`src/rtl/pause_rx_pkg.sv`:
```
// Shared constants for the pause frame receive detector.
package pause_rx_pkg;
    // Position of fields inside the frame, counted from byte 0 of the destination address.
    localparam int DA_LAST_IDX   = 5;
    localparam int TYPE_HI_IDX   = 12;
    localparam int TYPE_LO_IDX   = 13;
    localparam int OP_HI_IDX     = 14;
    localparam int OP_LO_IDX     = 15;
    localparam int TIME_HI_IDX   = 16;
    localparam int TIME_LO_IDX   = 17;
    // Only accepted control opcode.
    localparam logic [15:0] PAUSE_OPCODE = 16'h0001;
    // Number of addresses compared against the destination field.
    localparam int NUM_DA_REFS   = 2;
endpackage

```
`src/rtl/pause_rx_parser.sv`:
```
// Field parser: tracks the byte index of the current frame and accumulates
// the destination, type and opcode matches, and captures the pause time.
// Assumes rx_sof and rx_eof are only meaningful when rx_valid is high, and
// that a frame always starts with rx_sof. frame_ok is combinational and is
// high on the final byte of a frame that passes every check.
module pause_rx_parser
    import pause_rx_pkg::*;
#(
    parameter int IDX_W = 5
) (
    input  logic        clk,
    input  logic        rst_n,
    input  logic        rx_sof,
    input  logic        rx_valid,
    input  logic [7:0]  rx_data,
    input  logic        rx_eof,
    input  logic        rx_crc_ok,
    input  logic [47:0] cfg_ctrl_mac,
    input  logic [47:0] cfg_station_mac,
    input  logic [15:0] cfg_type,
    output logic        frame_ok,
    output logic [15:0] frame_time
);
    localparam logic [IDX_W-1:0] IDX_MAX = {IDX_W{1'b1}};

    logic [IDX_W-1:0]       idx_q;
    logic [IDX_W-1:0]       cur_idx;
    logic [NUM_DA_REFS-1:0] da_q, da_n;
    logic                   type_q, type_n;
    logic                   op_q, op_n;
    logic [15:0]            time_q, time_n;
    logic [47:0]            da_ref [NUM_DA_REFS];

    assign da_ref[0] = cfg_ctrl_mac;
    assign da_ref[1] = cfg_station_mac;

    // Compare one received byte with byte position i of a 48-bit address.
    function automatic logic addr_byte_eq(input logic [47:0] addr,
                                          input logic [IDX_W-1:0] i,
                                          input logic [7:0] b);
        logic eq;
        eq = 1'b1;
        for (int k = 0; k <= DA_LAST_IDX; k++) begin
            if (i == IDX_W'(k)) eq = (addr[8*(DA_LAST_IDX-k) +: 8] == b);
        end
        return eq;
    endfunction

    // Index of the byte now on the bus; a start marker restarts at zero.
    always_comb cur_idx = rx_sof ? '0 : idx_q;

    // One running destination match per reference address.
    genvar g;
    generate
        for (g = 0; g < NUM_DA_REFS; g++) begin : g_da
            always_comb begin
                da_n[g] = (rx_sof | da_q[g]);
                if (cur_idx <= IDX_W'(DA_LAST_IDX))
                    da_n[g] = da_n[g] & addr_byte_eq(da_ref[g], cur_idx, rx_data);
            end
        end
    endgenerate

    // Running type, opcode and pause time values including the current byte.
    always_comb begin
        type_n = rx_sof | type_q;
        op_n   = rx_sof | op_q;
        time_n = rx_sof ? 16'h0 : time_q;
        case (cur_idx)
            IDX_W'(TYPE_HI_IDX): type_n = type_n & (rx_data == cfg_type[15:8]);
            IDX_W'(TYPE_LO_IDX): type_n = type_n & (rx_data == cfg_type[7:0]);
            IDX_W'(OP_HI_IDX):   op_n   = op_n & (rx_data == PAUSE_OPCODE[15:8]);
            IDX_W'(OP_LO_IDX):   op_n   = op_n & (rx_data == PAUSE_OPCODE[7:0]);
            IDX_W'(TIME_HI_IDX): time_n = {rx_data, time_n[7:0]};
            IDX_W'(TIME_LO_IDX): time_n = {time_n[15:8], rx_data};
            default: ;
        endcase
    end

    // Verdict on the closing byte: all fields seen, all checks passed, CRC good.
    always_comb begin
        frame_ok   = rx_valid & rx_eof & rx_crc_ok
                   & (cur_idx >= IDX_W'(TIME_LO_IDX))
                   & (|da_n) & type_n & op_n;
        frame_time = time_n;
    end

    // Advance the byte index and store the running matches on each valid byte.
    always_ff @(posedge clk) begin
        if (!rst_n) begin
            idx_q  <= '0;
            da_q   <= '0;
            type_q <= 1'b0;
            op_q   <= 1'b0;
            time_q <= 16'h0;
        end else if (rx_valid) begin
            idx_q  <= (cur_idx == IDX_MAX) ? cur_idx : cur_idx + 1'b1;
            da_q   <= da_n;
            type_q <= type_n;
            op_q   <= op_n;
            time_q <= time_n;
        end
    end
endmodule

```
`src/rtl/pause_slot_timer.sv`:
```
// Pause countdown in slot units. A prescaler divides the byte clock by
// SLOT_BYTES. load sets a new count and restarts the prescaler; clear ends
// the pause. hold is high while the count is non-zero.
// Assumes load and clear are never high together.
module pause_slot_timer #(
    parameter int SLOT_BYTES = 64,
    parameter int CNT_W      = 16
) (
    input  logic             clk,
    input  logic             rst_n,
    input  logic             load,
    input  logic [CNT_W-1:0] load_val,
    input  logic             clear,
    output logic             hold
);
    localparam int PRE_W = (SLOT_BYTES > 1) ? $clog2(SLOT_BYTES) : 1;
    localparam logic [PRE_W-1:0] PRE_LAST = PRE_W'(SLOT_BYTES - 1);

    logic [CNT_W-1:0] cnt_q;
    logic [PRE_W-1:0] pre_q;

    // Reload, cancel, or step the slot prescaler and count down on wrap.
    always_ff @(posedge clk) begin
        if (!rst_n || clear) begin
            cnt_q <= '0;
            pre_q <= '0;
        end else if (load) begin
            cnt_q <= load_val;
            pre_q <= '0;
        end else if (cnt_q != '0) begin
            if (pre_q == PRE_LAST) begin
                pre_q <= '0;
                cnt_q <= cnt_q - 1'b1;
            end else begin
                pre_q <= pre_q + 1'b1;
            end
        end
    end

    // Transmit hold-off while slots remain.
    always_comb hold = (cnt_q != '0);
endmodule

```
`src/rtl/pause_rx_detect.sv`:
```
// Top of the pause frame receive detector. Combines the field parser with
// the slot countdown, applies the receive-pause enable and registers the
// detection pulse and XON/XOFF class.
module pause_rx_detect #(
    parameter int SLOT_BYTES = 64,
    parameter int IDX_W      = 5
) (
    input  logic        clk,
    input  logic        rst_n,
    input  logic        rx_sof,
    input  logic        rx_valid,
    input  logic [7:0]  rx_data,
    input  logic        rx_eof,
    input  logic        rx_crc_ok,
    input  logic [47:0] cfg_ctrl_mac,
    input  logic [47:0] cfg_station_mac,
    input  logic [15:0] cfg_type,
    input  logic        cfg_rx_pause_en,
    output logic        pause_seen,
    output logic        pause_is_xoff,
    output logic        pause_hold
);
    logic        frame_ok;
    logic [15:0] frame_time;
    logic        accept;
    logic        time_nz;

    pause_rx_parser #(.IDX_W(IDX_W)) u_parser (
        .clk             (clk),
        .rst_n           (rst_n),
        .rx_sof          (rx_sof),
        .rx_valid        (rx_valid),
        .rx_data         (rx_data),
        .rx_eof          (rx_eof),
        .rx_crc_ok       (rx_crc_ok),
        .cfg_ctrl_mac    (cfg_ctrl_mac),
        .cfg_station_mac (cfg_station_mac),
        .cfg_type        (cfg_type),
        .frame_ok        (frame_ok),
        .frame_time      (frame_time)
    );

    // Gate the verdict with the receive-side enable.
    always_comb begin
        accept  = frame_ok & cfg_rx_pause_en;
        time_nz = (frame_time != 16'h0);
    end

    pause_slot_timer #(.SLOT_BYTES(SLOT_BYTES), .CNT_W(16)) u_timer (
        .clk      (clk),
        .rst_n    (rst_n),
        .load     (accept & time_nz),
        .load_val (frame_time),
        .clear    (accept & ~time_nz),
        .hold     (pause_hold)
    );

    // Register the detection pulse and keep the class of the last accepted frame.
    always_ff @(posedge clk) begin
        if (!rst_n) begin
            pause_seen    <= 1'b0;
            pause_is_xoff <= 1'b0;
        end else begin
            pause_seen <= accept;
            if (accept) pause_is_xoff <= time_nz;
        end
    end
endmodule

```
`config.mk`:
```
export PLATFORM = sky130hd
export DESIGN_NAME = pause_rx_detect
export DESIGN_NICKNAME = d
export VERILOG_FILES = /design/src/rtl/pause_rx_pkg.sv /design/src/rtl/pause_rx_parser.sv /design/src/rtl/pause_slot_timer.sv /design/src/rtl/pause_rx_detect.sv
export SDC_FILE = /design/constraint.sdc
export NUM_CORES = 1
export LEC_CHECK = 0
export BUFFER_PORTS_ARGS = -buffer_cell sky130_fd_sc_hd__buf_4
export CAP_MARGIN = 10
export CORE_ASPECT_RATIO = 0.5
export CORE_MARGIN = 5
export CORE_UTILIZATION = 55
export DETAILED_ROUTE_END_ITERATION = 12
export PLACE_DENSITY = 0.86
export SLEW_MARGIN = 20
export SYNTH_ARGS = -nofsm -noshare
export SYNTH_HDL_FRONTEND = slang
export SYNTH_SLANG_ARGS = --single-unit
export TNS_END_PERCENT = 20
```
`constraint.sdc`:
```
create_clock -name clk -period 6.81 [get_ports clk]
set_input_delay 1.362 -clock clk [delete_from_list [all_inputs] [get_ports clk]]
set_output_delay 1.362 -clock clk [all_outputs]
set_load 0.02 [all_outputs]
```
==> results.ini <==
[status]
outcome=complete, no violations

[synth]
yosys-top-cells-area=dfxtp_1, xnor2_1, xor2_1
syn_inst=480
post-synth-top-count-cell=xnor2_1
synthesis.area_mm2=0.004003
synth_common_cells=xnor2_1, dfxtp_1, nor2_1
synth_seq_cells=49
yosys.cell_types.count=65
synth-edff-count=0
synth_flop_cell=dfxtp_1
syn-num-nets=611
synth_top_area_share_pct=24.51
yosysTopAreaCell=dfxtp_1
ys_warn_count=0
avgSynthCellArea_um2=8.339
synthArstFlopShare_pct=0
ys_seq_area_share_pct=24.51

[sta]
fin_worst_skew_ns=0.007278
fin_crit_ns=3.674
final_max_slew_viol_count=0
worst_slew_pin_slew_ns=0.9697
relSlewSlack_pct=34.95
final.setup.tns_ns=0
finalCritPeriodShare_pct=53.95
fmax_mhz=272.2
finalSetupViolations=0
rsz0062_at_grt=false
hold_violations=0

[clock_network]
clkLatencyLatePin_ns=0.29
cts_hold_buffers=0
cts_tree=built
clockBufferDepth=2
clock-sinks=49
post-cts-setup-buffers=0
h-tree-depth=2
cts.repair.resized=0
cts_buffers=5
clockRootBuffer=clkbuf_16
clk_pin_slew_ns=0.07

[die]
fp.dieH_um=70.32
initial_utilization_pct=55.50
die_w_um=130.6
ioPinCount=130
die_area_mm2=0.009187
rows=22
coreArea_mm2=0.007212

[drt]
vias=4051
drt_wl_total_mm=11.95
drt_pass1_iterations=5
drtAntennaViolNets=0
drc=0
routedWlPerCell_um=17.62
drt_iter0_markers=343
vias_per_cell=5.975

[cells_and_area]
drive_gt1_share_pct=25.43
area_growth_pct=27.54
seq_area_um2=980.9
final_core_util_pct=70.78
multi_input_area_mm2=0.002830
diodes=0
nFillCells=569
nets=712

[critical_path]
cp_common_cell=buf_4
cp_num_buf_inv=3
crit_chain=buf_4 > nor2b_1 > ha_1 > inv_1 > a311oi_1 > nor2_1 > o32a_1 > o21ai_2 > buf_4 > nand2_1 > nor3_1
cp_slowest_cell=o32a_1
crit_path_max_fanout=32
end_kind=register
cp.arrival_ns=3.89
cp-start-kind=primary input
slowest_delay_ns=0.40
worstPathRequired_ns=7.02
crit_type=primary input to register
crit_family=compound AO/OA/AOI/OAI gates

[global_routing]
grt_pass1_vias=3827
grtUsageTotal_pct=25.05
grt_max_degree=41
globalRoute.totalOverflow=0
antenna_found_initial=0
grt_pass1_wl_mm=18.65

[placement]
portBuffers=129
place_congestion=0.9155
dpl.hpwl_mm=8.584

[job]
maxCapViolCount=0

[power]
leakagePower_nw=1.965
power_density_mw_per_mm2=148.5
post-layout-total-power_uw=758.3
vdd_drop_max_v=0.0001226

[worst_hold_path]
holdCritPathClass=register to register

where the power goes:
| group | total [mW] | leakage, nW | switching (mW) | internal (mW) |
|---|---|---|---|---|
| Combinational | 0.182 | 1.49 | 0.0834 | 0.0986 |
| Clock | 0.281 | 0.0810 | 0.107 | 0.174 |
| Sequential | 0.296 | 0.397 | 0.00395 | 0.292 |
path summary, 6_finish.rpt:
check	start	cells after the start	slack (ns)	endpoint
worst max-delay path	rx_sof	11	3.14	u_timer.pre_q[3]
worst min-delay path	u_parser.time_q[14]	2	0.49	u_parser.time_q[14]
worst max register to register	u_parser.idx_q[0]	10	3.95	u_timer.pre_q[3]
worst min register to register	u_parser.time_q[14]	2	0.49	u_parser.time_q[14]
cell usage in the layout, fill, tap and decap left out, types with 5 or more instances in the layout:
cell,instances
a221oi_1,6
xnor2_1,89
a21oi_1,5
nor3_1,14
nand4_1,22
nor4_1,12
buf_4,130
xor2_1,34
a31oi_1,5
nand2_1,15
nor2b_1,9
mux2i_1,14
a211oi_1,20
inv_1,7
nor2_1,44
o21ai_0,11
a22oi_1,8
a32oi_1,6
and2_1,6
clkbuf_16,5
dfxtp_1,49
kinds of logic (layout without fill, tap and decap cells):
logic type,count (synthesis),in the layout,share of synthesized area [%]
flip-flops,49,49,24.51
XOR/XNOR,123,123,26.91
buffers and inverters,44,146,4.783
multiplexers,14,14,3.501
AND/OR/NAND/NOR,158,158,22.54
adder cells (fa/ha/maj),4,4,1.250
AO/OA/AOI/OAI,88,88,16.51
per-layer routing:
metal	GRT usage (%)	part of all wire [%]	vias up
li1	-	-	1924
met4	7.754	1.9	0
met1	32.60	41	1931
met2	41.90	48	168
met3	4.584	8.8	28
met5	0	0	-
metrics by stage:
stage	setup slack (ns)	instance area [um^2]	hold WS (ns)	cells
floorplan	2.949	4003	0.4581	480
global placement	3.020	4937	0.4724	670
detailed placement	2.893	4937	0.4802	670
CTS	3.197	5105	0.4889	678
global route	2.927	5105	0.5033	678
finish	3.136	5105	0.4912	678
sequential cells by signal (all words and copies together), names as in the netlist, 2 cells and up:
register         flops
u_parser.da_q        2
u_parser.idx_q       5
u_parser.time_q     16
u_timer.cnt_q       16
u_timer.pre_q        6
layout make-up:
cell class | instances | area share (%)
inverters | 8 | 0.5882
clock buffers | 6 | 2.525
well taps | 96 | 2.353
clock inverters | 2 | 0.7598
multi-input cells | 387 | 55.44
flip-flops and latches | 49 | 19.22
repair buffers | 130 | 19.12
worst min-delay path: stages (launching register included):
cell and delay [ns]:
dfxtp_1 0.31, nor2_1 0.08, a211oi_1 0.05
Power figures use the tool's default switching activity.
